<file path="config.mk">
export PLATFORM = sky130hd
export DESIGN_NAME = audclk_gen
export DESIGN_NICKNAME = d
export VERILOG_FILES = /design/src/rtl/audclk_pkg.sv /design/src/rtl/audclk_ctrl.sv /design/src/rtl/audclk_dp.sv /design/src/rtl/audclk_gen.sv
export SDC_FILE = /design/constraint.sdc
export NUM_CORES = 1
export LEC_CHECK = 0
export ABC_AREA = 1
export ABC_CLOCK_PERIOD_IN_PS = 3100
export BUFFER_PORTS_ARGS = -buffer_cell sky130_fd_sc_hd__buf_2
export CAP_MARGIN = 20
export CORE_MARGIN = 4
export CORE_UTILIZATION = 56
export DETAILED_ROUTE_END_ITERATION = 10
export GPL_TIMING_DRIVEN = 0
export PLACE_DENSITY = 0.78
export SYNTH_ARGS = -nofsm -noshare
export SYNTH_HDL_FRONTEND = slang
export SYNTH_SLANG_ARGS = --single-unit
</file>
<file path="constraint.sdc">
create_clock -name clk -period 3.1 [get_ports clk]
set_clock_uncertainty 0.2 [all_clocks]
set_input_delay 0.31 -clock clk [delete_from_list [all_inputs] [get_ports clk]]
set_output_delay 0.31 -clock clk [all_outputs]
set_load 0.05 [all_outputs]
</file>
<file path="src/rtl/audclk_pkg.sv">
package audclk_pkg;

  localparam int CODE_W = 3;

  // Strobes and levels the counter side hands to the output side.
  typedef struct packed {
    logic master;      // a master ratio is active
    logic bitFall;     // first cycle of a bit period (bit clock low)
    logic frameStart;  // bitFall on bit 0 of a frame
    logic bclkHigh;    // bit clock in its high phase
    logic secondHalf;  // bit index in the upper half of the frame
    logic firstBit;    // bit index is 0
  } clkStb_t;

  // Master cycles per bit clock; 0 means slave operation.
  function automatic int unsigned codeToDiv(input logic [CODE_W-1:0] code);
    case (code)
      3'd1:    return 2;
      3'd2:    return 3;
      3'd3:    return 4;
      3'd4:    return 6;
      3'd5:    return 8;
      3'd6:    return 12;
      default: return 0;
    endcase
  endfunction

endpackage

</file>
<file path="src/rtl/audclk_ctrl.sv">
module audclk_ctrl
  import audclk_pkg::*;
#(
  parameter int FRAME_BITS = 64,
  parameter int CNT_W      = 4
) (
  input  logic              clk,
  input  logic              rstN,
  input  logic [CODE_W-1:0] ratioCode,
  output clkStb_t           stb
);

  localparam int IDX_W = $clog2(FRAME_BITS);
  localparam int HALF  = FRAME_BITS / 2;

  logic [CODE_W-1:0] activeCode;
  logic [CNT_W-1:0]  phaseCnt;
  logic [CNT_W-1:0]  divLen;
  logic [CNT_W-1:0]  highLen;
  logic [CNT_W-1:0]  lowLen;
  logic [IDX_W-1:0]  bitIdx;
  logic              isMaster;
  logic              phaseWrap;
  logic              frameWrap;

  always_comb begin
    divLen    = CNT_W'(codeToDiv(activeCode));
    highLen   = divLen >> 1;
    lowLen    = divLen - highLen;
    isMaster  = (divLen != '0);
    phaseWrap = (phaseCnt == divLen - CNT_W'(1));
    frameWrap = phaseWrap && (bitIdx == IDX_W'(FRAME_BITS - 1));
  end

  // Counters; the ratio code is only sampled while idle or at frame end.
  always_ff @(posedge clk or negedge rstN) begin
    if (!rstN) begin
      activeCode <= '0;
      phaseCnt   <= '0;
      bitIdx     <= '0;
    end else if (!isMaster) begin
      activeCode <= ratioCode;
      phaseCnt   <= '0;
      bitIdx     <= '0;
    end else if (phaseWrap) begin
      phaseCnt <= '0;
      if (frameWrap) begin
        bitIdx     <= '0;
        activeCode <= ratioCode;
      end else begin
        bitIdx <= bitIdx + IDX_W'(1);
      end
    end else begin
      phaseCnt <= phaseCnt + CNT_W'(1);
    end
  end

  always_comb begin
    stb.master     = isMaster;
    stb.bitFall    = isMaster && (phaseCnt == '0);
    stb.frameStart = isMaster && (phaseCnt == '0) && (bitIdx == '0);
    stb.bclkHigh   = isMaster && (phaseCnt >= lowLen);
    stb.secondHalf = isMaster && (bitIdx >= IDX_W'(HALF));
    stb.firstBit   = isMaster && (bitIdx == '0);
  end

  // the active ratio is held until the frame wraps
  assert_code_hold_R9: assert property (@(posedge clk) disable iff (!rstN)
    isMaster && !frameWrap |=> $stable(activeCode));

  // phase counter never leaves the bit period
  assert_phase_range_R2: assert property (@(posedge clk) disable iff (!rstN)
    isMaster |-> phaseCnt < divLen);

  // the frame half changes only on a bit-clock fall
  assert_half_on_fall_R4: assert property (@(posedge clk) disable iff (!rstN)
    isMaster && $past(isMaster) && (stb.secondHalf != $past(stb.secondHalf))
      |-> stb.bitFall);

endmodule

</file>
<file path="src/rtl/audclk_dp.sv">
module audclk_dp
  import audclk_pkg::*;
(
  input  logic    clk,
  input  logic    rstN,
  input  clkStb_t stb,
  input  logic    bclkInvert,
  input  logic    lrPolarity,
  input  logic    dspFormat,
  input  logic    extBclk,
  input  logic    extLrclk,
  output logic    bclkPin,
  output logic    bclkOe,
  output logic    lrclkPin,
  output logic    lrclkOe,
  output logic    bclkLine,
  output logic    lrclkLine,
  output logic    bitFallStb,
  output logic    frameStartStb
);

  logic masterQ;
  logic bclkGenQ;
  logic lrGenQ;
  logic bitFallQ;
  logic frameStartQ;
  logic lrNext;

  always_comb begin
    if (!stb.master)   lrNext = 1'b0;
    else if (dspFormat) lrNext = stb.firstBit;
    else               lrNext = stb.secondHalf ^ lrPolarity;
  end

  always_ff @(posedge clk or negedge rstN) begin
    if (!rstN) begin
      masterQ     <= 1'b0;
      bclkGenQ    <= 1'b0;
      lrGenQ      <= 1'b0;
      bitFallQ    <= 1'b0;
      frameStartQ <= 1'b0;
    end else begin
      masterQ     <= stb.master;
      bclkGenQ    <= stb.bclkHigh;
      lrGenQ      <= lrNext;
      bitFallQ    <= stb.bitFall;
      frameStartQ <= stb.frameStart;
    end
  end

  always_comb begin
    bclkOe        = masterQ;
    lrclkOe       = masterQ;
    bclkPin       = masterQ & (bclkGenQ ^ bclkInvert);
    lrclkPin      = masterQ & lrGenQ;
    bclkLine      = masterQ ? (bclkGenQ ^ bclkInvert) : (extBclk ^ bclkInvert);
    lrclkLine     = masterQ ? lrGenQ : extLrclk;
    bitFallStb    = bitFallQ;
    frameStartStb = frameStartQ;
  end

  // a frame start is always a bit-clock fall
  assert_frame_on_fall_R8: assert property (@(posedge clk) disable iff (!rstN)
    frameStartStb |-> bitFallStb);

  // the fall strobe marks a real high-to-low step of the bit clock
  assert_fall_edge_R8: assert property (@(posedge clk) disable iff (!rstN)
    bitFallStb && $past(masterQ) |-> !bclkGenQ && $past(bclkGenQ));

  // no strobes while the pads are released
  assert_slave_quiet_R10: assert property (@(posedge clk) disable iff (!rstN)
    !bclkOe |-> !bitFallStb && !frameStartStb);

  // both pad enables move together
  assert_oe_pair_R2: assert property (@(posedge clk) disable iff (!rstN)
    bclkOe == lrclkOe);

endmodule

</file>
<file path="src/rtl/audclk_gen.sv">
module audclk_gen
  import audclk_pkg::*;
#(
  parameter int FRAME_BITS = 64,
  parameter int CNT_W      = 4
) (
  input  logic              clk,
  input  logic              rstN,
  input  logic [CODE_W-1:0] ratioCode,
  input  logic              bclkInvert,
  input  logic              lrPolarity,
  input  logic              dspFormat,
  input  logic              extBclk,
  input  logic              extLrclk,
  output logic              bclkPin,
  output logic              bclkOe,
  output logic              lrclkPin,
  output logic              lrclkOe,
  output logic              bclkLine,
  output logic              lrclkLine,
  output logic              bitFallStb,
  output logic              frameStartStb
);

  clkStb_t stb;

  audclk_ctrl #(
    .FRAME_BITS(FRAME_BITS),
    .CNT_W     (CNT_W)
  ) u_ctrl (
    .clk      (clk),
    .rstN     (rstN),
    .ratioCode(ratioCode),
    .stb      (stb)
  );

  audclk_dp u_dp (
    .clk          (clk),
    .rstN         (rstN),
    .stb          (stb),
    .bclkInvert   (bclkInvert),
    .lrPolarity   (lrPolarity),
    .dspFormat    (dspFormat),
    .extBclk      (extBclk),
    .extLrclk     (extLrclk),
    .bclkPin      (bclkPin),
    .bclkOe       (bclkOe),
    .lrclkPin     (lrclkPin),
    .lrclkOe      (lrclkOe),
    .bclkLine     (bclkLine),
    .lrclkLine    (lrclkLine),
    .bitFallStb   (bitFallStb),
    .frameStartStb(frameStartStb)
  );

endmodule

</file>
# Word-level counts from Yosys, hierarchy flattened
# Index checks and enable logic that the tools add are counted.
# word_totals
regBits,18
input_bits,10
out_inout_bits,8
wordCells,52
# classes
add_sub_neg,4
magnitude_cmp,2
n_eq_ne,10
n_mux,13
bitwise_logic,5
n_reduce_logical,10
# op_table
operator,count
4-bit case mux with 6 select lines,1
6-bit 2-to-1 mux,3
"3-bit == test, second input constant",3
3-bit 2-to-1 mux,3
4-bit 2-to-1 mux,2
"6-bit by 1-bit adder with 6-bit output, second input constant",1
"3-bit by 2-bit == test with 1-bit output, second input constant",2
"6-bit == test, second input constant",1
"6-bit >= comparator, second input constant",1
1-bit logical AND,6
6-bit logical NOT,1
"4-bit by 1-bit adder with 4-bit output, second input constant",1
4-bit == test,1
4-bit >= comparator,1
4-bit logical NOT,1
1-bit 2-to-1 mux,4
"2-bit inequality test, second input constant",2
4-bit nonzero test,1
"4-bit by 1-bit subtractor with 4-bit output, second input constant",1
4-bit by 3-bit subtractor with 4-bit output,1
"3-bit by 1-bit == test with 1-bit output, second input constant",1
1-bit bitwise XOR,3
1-bit bitwise AND,2
2-bit AND reduction,1

# Depth between registers and ports, before layout
# Gate-level depths: netlist (run 1).
# logic_depth
depth_word,8
ltp_mapped,19
depth_no_buf,18

# By module
# From an unflattened synthesis (run 1), not the netlist that was laid out.
# hier_totals
cells_unflattened,183
hier_area_um2,1347.5
# modules_own_cells
mod,n_inst,cells_per_inst,area_per_inst_um2,seq_area_each_um2
audclk_ctrl,1,151,1103.6,325.3
audclk_dp,1,32,244.0,125.1

# Worst setup path after synthesis (run 1)
# No wires, ideal clock.
# synth_timing
path_type,register to register
start,register u_ctrl.activeCode[0]
end,register u_dp.bclkGenQ
setup_time_ns,0.120
arrival_time_ns,2.042
slack_ns,0.738
stages_incl_launch_ff,17
n_path_buf,0
period_less_slack_ns,2.362
path_cell_list,dfrtp_1 inv_1 nand2_4 nand2_2 inv_1 nand2_1 o21ai_0 ha_1 inv_1 ha_1 inv_1 ha_1 a21boi_0 o21ai_0 a21boi_0 o21ai_0 inv_1
# synth_rtl
element,line,text
"start, declared",audclk_ctrl.sv:16,logic [CODE_W-1:0] activeCode;
"start signal, assigned",audclk_ctrl.sv:42,activeCode <= ratioCode;
"start signal, assigned",audclk_ctrl.sv:49,activeCode <= ratioCode;
"end signal, assigned",audclk_dp.sv:44,bclkGenQ <= stb.bclkHigh;
"end, declared",audclk_dp.sv:23,logic bclkGenQ;

==> results.md, run 1 <==
- Status: completed
- Layout area overhead: 11.98%
- Crit-path slowest cell: dfrtp_1
- H-tree depth: 1
- Core area: ~2200 sq um
- GRT Total Usage: 17.56%
- Synthesized area: 1274 sq um
- Final hold slack: 0.03213 ns
- TritonCTS clock tree: done
- Grt total ovfl: 0
- Worst hold path type: input port to flop
- Clock-pin slew on the worst setup and hold paths: 0.09 ns
- Share of layout cells above drive strength 1: 16.32%
- Design Power: 1.458 mW
- Yosys reg bits: 18
- Fmax: roughly 370 MHz
- Rel. slew slack: 72.30%
- Vias in the first global route: between 1,000 and 1,500
- Final Hold Vio Count: 0
- Die height: 55.69 microns
- Crit-path most repeated cell: inv_1
- CP arrival: 2.67 ns
- Core Rows: 17
- Root buffer cell: clkbuf_4
- CP Data Required Time: 3.09 ns
- RSZ-0062 raised after global routing: no
- GR peak layer: met2
- Fin crit share: between 80 and 90%
- Final setup fails: 0
- Drt drc: 0
- Syn_area_per_cell: 7.537 sq um
- Final WL: ~2.4 mm
- Clock Tree Buf Depth: 2
- Die area: 3101 sq um
- NumNets Final: roughly 220
- Ys Warns: 0
- Minimum clock period: 2.680 ns
- Leakage: 0.8189 nW
- Starting DRT DRC Count: 24
- First-pass GRT wire length: 4.374 mm
- Utilization after layout: 65.11%
- Number of synthesized flops with an enable pin: 0
- Clock latency on the worst-skew pair: 0.29 ns
- GR met3 Demand/Resource: 6.032%
- Cells after DPL: approximately 210
- Critical Path Max Stage Delay: roughly 0.42 ns
- Startpoint Class: flop
- TritonCTS Sinks: 18
- Power Dens Cells: 1022 nW/um^2
- Crit-path cells: inv_1, nand2_4, nand2_2, inv_1, nand2_1, o21ai_0, ha_1, inv_1, ha_1, inv_1, ha_1, a21boi_0, o21ai_0, a21boi_0, o21ai_0, inv_1
- Post-CTS setup buffers: 0
- Pre-Repair DR Iteration Count: 4
- Crit end category: flop
- Worst Tran Pin Value: 0.4155 ns
- Pre-CTS WS: between 0.4 and 0.5 ns
- CP max FO: 6
- Met2 GRT Util: 30.41%
- Max_cap viols: 0
- Met1 Use GR: 20.35%
- WL/cell: 10.99 microns
- Routability cong.: just over 0.8
- Critical path class: flop to flop
- Share of the yosys chip area belonging to registers: a little over a third
- Starting Density: 58.14%
- I/O Pins: 18
- Synth Flop Type: dfrtp_1
- Vias: 1,106
- Unique cell type count in the Yosys netlist: 27
- CTS buffer count: 3
- DP Area: 1394 sq um
- Pin count of the biggest net entering global routing: 19
- HPWL Detailed: 1.974 mm
- Reg2Reg Depth: 16
- Initial antenna violation count: 0
- Final setup margin: 0.4204 ns
- Routed Antenna Nets: 0
- Cell count after synthesis: 169
- Final TNS setup: 0 ns
- Non-Filler Cell Area, Final: 1426 sq um
- Fin cells: 218
- # port buffers: 17
- Worst VDD drop: 689.4 uV
- Net Count, Synth: 192
- FFs w/ async S/R, synth: 100.0%
- Avg Vias per Cell: 5.073
- Slew Limit Fails: 0
- Diodes inserted: 0
- Die X: 55.69 microns
- Hold path depth: 2
[power by group]
group	total, mW	internal, mW	switching, mW
registers	0.350	0.297	0.0529
clock network	0.109	0.0452	0.0636
logic	0.999	0.328	0.671
total	1.46	0.670	0.788
[worst paths after layout]
path | start | end | slack, ns
max | u_ctrl.activeCode[0] | u_dp.bclkGenQ | 0.42
min | dspFormat | u_dp.lrGenQ | 0.03
max reg2reg | u_ctrl.activeCode[0] | u_dp.bclkGenQ | 0.42
max in group asynchronous | rstN | u_ctrl.bitIdx[4] | 2.16
min in group asynchronous | rstN | u_ctrl.activeCode[2] | 0.26
min reg2reg | u_ctrl.phaseCnt[0] | u_ctrl.phaseCnt[0] | 0.32
[synth_stat cells (2+ instances only)]
cell type | number | area share, %
nand2_1 | 40 | 12
inv_1 | 30 | 8.8
dfrtp_1 | 18 | 35
nand3_1 | 16 | 6.3
ha_1 | 13 | 13
nor2_1 | 12 | 3.5
nand4_1 | 5 | 2.5
o21ai_0 | 4 | 1.6
xor2_1 | 4 | 2.8
a21oi_1 | 3 | 1.2
nand2_2 | 3 | 1.5
nor3_1 | 3 | 1.2
xnor2_1 | 3 | 2.1
a21boi_0 | 2 | 1.2
[critical path: cells and delay by family (launching register included)]
kind | cells | cell delay (ns)
adder cells (fa/ha/maj) | 3 | 0.63
AO/OA/AOI/OAI | 5 | 0.68
AND/OR/NAND/NOR | 3 | 0.24
flip-flops | 1 | 0.42
buffers and inverters | 5 | 0.39
[cells by family (layout without fill, tap and decap cells)]
logic type                 Yosys count  in the layout  synth area share (%)
xor gates and xnor gates             7              7                 4.813
adders and majority gates           13             13                 12.77
AOI/OAI and AO/OA                   14             14                 6.778
and+or+nand+nor                     83             83                 29.37
DFF                                 18             18                 35.36
buffers and inverters               34             55                 10.90
[placed cells by master, fill, tap and decap left out]
cell	netlist	final
buf_4	1	1
buf_2	0	17
o22ai_1	1	1
clkbuf_4	0	3
nand3_2	1	1
o211ai_1	1	1
nand4_1	5	5
nor2_1	12	12
o21ai_1	1	1
nand3_1	16	16
nand2_1	40	40
nand2_2	3	3
nor2_2	1	1
xor2_1	4	4
ha_1	13	13
a221oi_1	1	1
or2_2	1	1
a31o_2	1	1
buf_6	1	1
nand2_4	1	1
a21oi_1	3	3
o21ai_0	4	4
inv_2	1	1
xnor2_1	3	3
a21boi_0	2	2
dfrtp_1	18	18
clkbuf_1	1	1
dlygate4sd3_1	0	1
nor3_1	3	3
inv_1	30	30
[repair_timing]
item | CTS | global route
hold buffers | 1 | 0
hold endpoints to repair | 18 | 0
resized for setup | 0 | 0
endpoints found under the setup margin | 0 | 0
[metal layers]
layer	vias up	share of wire, %
li1	581	-
met1	504	45
met2	19	48
met3	2	5.6
met4	0	0.58
met5	-	0
[state kept, by name, summed over array words and instances (netlist names)]
signal,count
u_dp.lrGenQ,1
u_ctrl.phaseCnt,4
u_dp.bitFallStb,1
u_dp.bclkGenQ,1
u_dp.bclkOe,1
u_ctrl.activeCode,3
u_ctrl.bitIdx,6
u_dp.frameStartStb,1
[final cells by class]
class	instances	area [sq um]
inverter	31	116.4
clock buffer	3	22.52
tap	28	35.03
sequential	18	450.4
multi-input combinational	117	684.4
timing repair buffer	18	95.09
buffer	3	22.52
fill	188	764.5
(Power assumes the default switching activity.)
==> run 2, diff against run 1 <==
- CORE_UTILIZATION: 56 -> 57
- PLACE_DENSITY: 0.78 -> 0.79
- SYNTH_HIERARCHICAL: default -> 1
==> results.md, run 2 <==
- Status: completed
- Synth top cells by count: nand2_1 (40), inv_1 (33), nand3_1 (22), dfrtp_1 (18), nor2_1 (15)
- Top delay family on crit path: compound AO/OA/AOI/OAI gates
- FFs w/ async S/R, synth: 100.0%
- WL/cell: 11.27 microns
- Die height: 56.62 microns
- Share of the yosys chip area belonging to registers: between 30% and 40%
- Yosys reg bits: 18
- CTS buffer count: 3
- Die area: roughly 3200 sq um
- Slew Limit Fails: 0
- Routability cong.: 0.8125
- Initial antenna violation count: 0
- Drt drc: 0
- Synthesized area: 1348 sq um
- Worst hold path type: input port to flop
- Largest Register: u_ctrl/bitIdx
- Final setup fails: 0
- Crit-path slowest cell: dfrtp_1
- Share of layout cells above drive strength 1: 18.54%
- Max reg flops: 6
- Clock Tree Buf Depth: 2
- TritonCTS Sinks: 18
- Final WL: 2.626 mm
- Clock latency on the worst-skew pair: ~0.30 ns
- Pre-Repair DR Iteration Count: 4
- HPWL Detailed: 2.121 mm
- Core area: roughly 2200 sq um
- Starting DRT DRC Count: 48
- Rel. slew slack: 67.62%
- Top-count cell post-synth: nand2_1
- CP arrival: 2.60 ns
- Vias: 1,191
- Final Hold Vio Count: 0
- Ys Warns: 6
- Pre-CTS WS: slightly above 0.5 ns
- Crit-path cells: inv_2, nand2_4, o21ai_0, ha_1, inv_1, ha_1, inv_1, ha_1, a21boi_0, o21ai_0, a21boi_0, o21ai_0, inv_1
- Routed Antenna Nets: 0
- RSZ-0062 raised after global routing: no
- Worst Tran Pin Value: 0.4857 ns
- TritonCTS clock tree: done
- Leakage: 0.8745 nW
- Cell taking the most area after synthesis: dfrtp_1
- Cell count after synthesis: 183
- Cts repair resizes: 0
- Critical Path Max Stage Delay: between 0.4 and 0.5 ns
- Avg Vias per Cell: 5.112
- Hold path startpoint: ratioCode[1]
- DP Area: 1468 sq um
- WP buf/inv: 4
- Area fraction of the dominant cell type after synthesis: 33.43%
- Regs by FF count: u_ctrl/bitIdx: 6 flops, u_ctrl/phaseCnt: 4 flops, u_ctrl/activeCode: 3 flops
- Synth Flop Type: dfrtp_1
- Critical path class: flop to flop
- Cells after DPL: 228
- CP Data Required Time: 3.10 ns
- Final hold slack: between 0.04 and 0.05 ns
- Non-Filler Cell Area, Final: 1514 sq um
- Net Count, Synth: ~200
- Startpoint Class: flop
- Die X: 56.62 microns
- Fmax: 385.3 MHz
- Power Dens Cells: 1056 nW/um^2
- Crit end category: flop
- Minimum clock period: 2.595 ns
- Fin crit share: between 80% and 90%
- Fill count: 181
- First-pass GRT wire length: 4.830 mm
- NumNets Final: 229
- Area contributors post-synth: dfrtp_1 (33%), ha_1 (12%), nand2_1 (11%), inv_1 (9.2%), nand3_1 (8.2%)
- Layout area overhead: 12.35%
- Most common cell after layout, fill and taps aside: nand2_1
- CP max FO: 6
- Worst VDD drop: 580.7 uV
- Clock-pin slew on the worst setup and hold paths: 0.11 ns
- GRT Total Usage: 18.98%
- # port buffers: 17
- Starting Density: 60.34%
- Core Rows: 17
- Number of synthesized flops with an enable pin: 0
- Syn_area_per_cell: 7.364 sq um
- Diodes inserted: 0
- Max_cap viols: 0
- H-tree depth: 1
- Worst setup path start: u_ctrl/activeCode[0]
- Design Power: 1.599 mW
- Vias in the first global route: 1,196
- Final TNS setup: 0 ns
- Commonest cells after routing, fill and taps aside: nand2_1 (40), inv_1 (33), nand3_1 (22), dfrtp_1 (18), buf_2 (17)
- Pin count of the biggest net entering global routing: 19
- Grt total ovfl: 0
- Post-CTS setup buffers: 0
- Utilization after layout: 67.79%
- Unique cell type count in the Yosys netlist: 24
- I/O Pins: 18
- Final setup margin: ~0.50 ns
- Reg-to-reg critical path startpoint: u_ctrl/activeCode[0]
- Root buffer cell: clkbuf_4
- Fin cells: 233
## run 2: cell types whose count changed in the layout (fill, tap and decap cells not counted), moves of 2 or more
cell / previous run / this run
o21ai_0: 4 / 7
inv_1: 30 / 33
nand3_1: 16 / 22
xor2_1: 4 / 6
a21oi_1: 3 / 1
nand3_2: 1 / 3
nand4_1: 5 / 3
nor2_1: 12 / 15
inv_2: 1 / 3
## run 2: what timing repair did
action                                 in CTS  in global routing
setup endpoints to repair                   0                  0
hold buffers                                1                  0
endpoints found under the hold margin      18                  0
## run 2: metal layers
metal / global-route usage, % / share of wire, % / wire [microns] / up-vias
met5: 0 / 0 / 0 / -
met2: 33.17 / 50 / 1320 / 24
met4: 9.153 / 2.1 / 54 / 0
met1: 22.14 / 43 / 1124 / 551
met3: 3.218 / 4.8 / 127 / 6
li1: - / - / - / 610
## run 2: worst paths after layout
check	cells after the start	endpoint	slack [ns]
min in group asynchronous	2	u_dp/bclkGenQ	0.25
setup reg to reg	13	u_dp/bclkGenQ	0.50
hold / removal	3	u_ctrl/activeCode[1]	0.04
max in group asynchronous	2	u_ctrl/phaseCnt[1]	2.16
setup / recovery	13	u_dp/bclkGenQ	0.50
hold reg to reg	1	u_ctrl/phaseCnt[0]	0.31
## run 2: cells by family (layout without fill, tap and decap cells)
logic type / after synthesis / count (layout) / share of synthesized area [%]
XOR/XNOR: 8 / 8 / 5.200
flip-flops: 18 / 18 / 33.43
AO/OA/AOI/OAI: 12 / 12 / 5.199
adder cells (fa/ha/maj): 13 / 13 / 12.07
AND/OR/NAND/NOR: 92 / 92 / 31.85
buffers and inverters: 40 / 62 / 12.26
## run 2: cell type report
| class | instances | area, sq um | share of cell area, % |
|---|---|---|---|
| clock buffer | 4 | 36.28 | 2.397 |
| multi-input combinational | 125 | 732.0 | 48.35 |
| buffer | 4 | 30.03 | 1.983 |
| inverter | 36 | 135.1 | 8.926 |
| timing repair buffer | 18 | 95.09 | 6.281 |
| tap | 28 | 35.03 | 2.314 |
| sequential | 18 | 450.4 | 29.75 |
## run 2: tightest hold or removal path: cells and delay by family
family	cells	cell delay, ns
buffers and inverters	1	0.08
and+or+nand+nor	2	0.13
## run 2: power by group
part	total, mW	switching, mW	leakage (nW)	internal (mW)
combinational	1.08	0.712	0.616	0.370
sequential	0.365	0.0637	0.238	0.302
clock	0.152	0.0801	0.0210	0.0717
total	1.60	0.856	0.875	0.743
==> run 3, diff against run 2 <==
- ABC_CLOCK_PERIOD_IN_PS: 3100 -> 2700
- clock period: 3.1 -> 2.7 ns (I/O delays scaled with it)
==> results.md, run 3 (synthesis gave the netlist of run 2 again) <==
- Status: completed
- Initial antenna violation count: 0
- Die area: about 3200 sq um
- Slew Limit Fails: 0
- Grt total ovfl: 0
- Worst hold path type: input port to flop
- Die X: 56.62 microns
- Clock Tree Buf Depth: 2
- Starting DRT DRC Count: 53
- Fmax: ~410 MHz
- Final hold slack: 0.06177 ns
- Drt drc: 0
- Final TNS setup: 0 ns
- Routability cong.: 0.8125
- Clock latency on the worst-skew pair: 0.30 ns
- WP buf/inv: 4
- Clk pwr share: 9.4%
- Switching Fraction: 53.39%
- I/O Pins: 18
- NumNets Final: 232
- Final Hold Vio Count: 0
- Top delay family on crit path: adder cells
- Crit-path slowest cell: dfrtp_2
- Clock-pin slew on the worst setup and hold paths: 0.11 ns
- Pre-Repair DR Iteration Count: 4
- Core area: 2233 sq um
- Area occupied by multi-input gates: about 740 sq um
- Most common cell after layout, fill and taps aside: nand2_1
- Utilization after layout: 69.58%
- Leakage: 0.8857 nW
- Final WL: 2.699 mm
- H-tree depth: 1
- Share of layout cells above drive strength 1: 20.67%
- CP max FO: 6
- Max reg flops: 6
- TritonCTS Sinks: 18
- Power Dens Cells: 1195 nW/um^2
- Design Power: roughly 1.9 mW
- Startpoint Class: flop
- Die height: 56.62 microns
- RSZ-0062 raised after global routing: no
- CP Data Required Time: 2.70 ns
- Seq. cell area: approximately 450 sq um
- GRT Total Usage: about a fifth
- Comb power frac: between 60% and 70%
- Minimum clock period: 2.458 ns
- Largest Register: u_ctrl/bitIdx
- HPWL Detailed: 2.121 mm
- Post-CTS setup buffers: 0
- Non-Filler Cell Area, Final: approximately 1600 sq um
- Critical path class: flop to flop
- Critical Path Max Stage Delay: approximately 0.44 ns
- Rel. slew slack: between 60% and 70%
- CTS buffer count: 3
- # port buffers: 17
- Diodes inserted: 0
- Commonest cells after routing, fill and taps aside: nand2_1 (39), inv_1 (33), nand3_1 (22), buf_2 (17)
- Starting Density: a little over 60%
- Crit-path cells: inv_2, nand2_4, nand3_1, o21ai_2, ha_1, inv_1, ha_1, inv_1, ha_1, a21boi_0, o21ai_0, a21boi_1, o21ai_0, inv_1
- Worst VDD drop: 673.3 uV
- First-pass GRT wire length: between 4 and 5 mm
- Core Rows: 17
- CP arrival: 2.46 ns
- Avg Vias per Cell: 5.110
- Regs by FF count: u_ctrl/bitIdx: 6 flops, u_ctrl/phaseCnt: 4 flops, u_ctrl/activeCode: 3 flops
- Max_cap viols: 0
- Pint: 0.8657 mW
- Vias in the first global route: 1,215
- Pin count of the biggest net entering global routing: 19
- Final setup fails: 0
- Crit end category: flop
- Fin crit share: 91.03%
- Layout area overhead: 15.32%
- DP Area: about 1500 sq um
- Switching power: 0.9917 mW
- Vias: between 1,000 and 1,500
- Sequential share of power: 22.8%
- Routed Antenna Nets: 0
- TritonCTS clock tree: done
- WL/cell: 11.44 microns
- Worst Tran Pin Value: 0.4829 ns
- Fill count: around 180
- Root buffer cell: clkbuf_4
run 3: cell types whose count changed in the layout (fill, tap and decap cells not counted), sizes merged:
cell / previous run / this run
dlygate4sd3: 1 / 4
run 3: power by group through the flow:
| stage | clock [mW] | sequential (mW) | combinational [mW] |
|---|---|---|---|
| 2_1_floorplan | 0 | 0.469 | 0.942 |
| 3_3_place_gp | 0 | 0.421 | 1.19 |
| 3_5_place_dp | 0 | 0.426 | 1.24 |
| 4_1_cts | 0.182 | 0.419 | 1.26 |
| 5_1_grt | 0.194 | 0.437 | 1.44 |
| 6_report | 0.174 | 0.424 | 1.26 |
run 3: layer usage:
metal / vias up / part of all wire (%) / global-route usage, %
li1: 616 / - / -
met1: 565 / 44 / 22.57
met2: 19 / 50 / 33.99
met3: 6 / 3.9 / 3.218
met4: 0 / 2.0 / 9.153
met5: - / 0 / 0
run 3: path summary, 6_finish.rpt:
path / startpoint / end / slack, ns / cells past startpoint
worst max register to register: u_ctrl/activeCode[0] / u_dp/bclkGenQ / 0.24 / 14
min in group asynchronous: rstN / u_dp/bclkOe / 0.22 / 2
worst max-delay path: u_ctrl/activeCode[0] / u_dp/bclkGenQ / 0.24 / 14
worst min-delay path: dspFormat / u_dp/lrGenQ / 0.06 / 5
worst min register to register: u_ctrl/phaseCnt[0] / u_ctrl/phaseCnt[0] / 0.31 / 1
max in group asynchronous: rstN / u_ctrl/activeCode[2] / 1.76 / 2
run 3: final cells by class:
type | count | share of cell area, %
inverters | 36 | 8.696
repair buffers | 21 | 8.052
plain buffers | 4 | 1.932
flip-flops and latches | 18 | 29.23
multi-input cells | 125 | 47.50
well taps | 28 | 2.254
clock buffers | 4 | 2.335
run 3: what timing repair did:
action,in CTS,in global routing
resized for setup,0,7
hold buffers,4,0
setup endpoints to repair,0,1
hold endpoints to repair,21,0
run 3: stage by stage:
| step | setup slack (ns) | std cells |
|---|---|---|
| floorplan | 0.3866 | 183 |
| global placement | 0.1722 | 228 |
| detailed placement | 0.1189 | 228 |
| CTS | 0.1075 | 236 |
| global route | 0.02981 | 236 |
| finish | 0.2422 | 236 |
run 3: worst min-delay path: stages:
cell and delay, ns:
buf_2 0.07, inv_1 0.04, nand3_1 0.07, nand2_1 0.04, inv_1 0.04
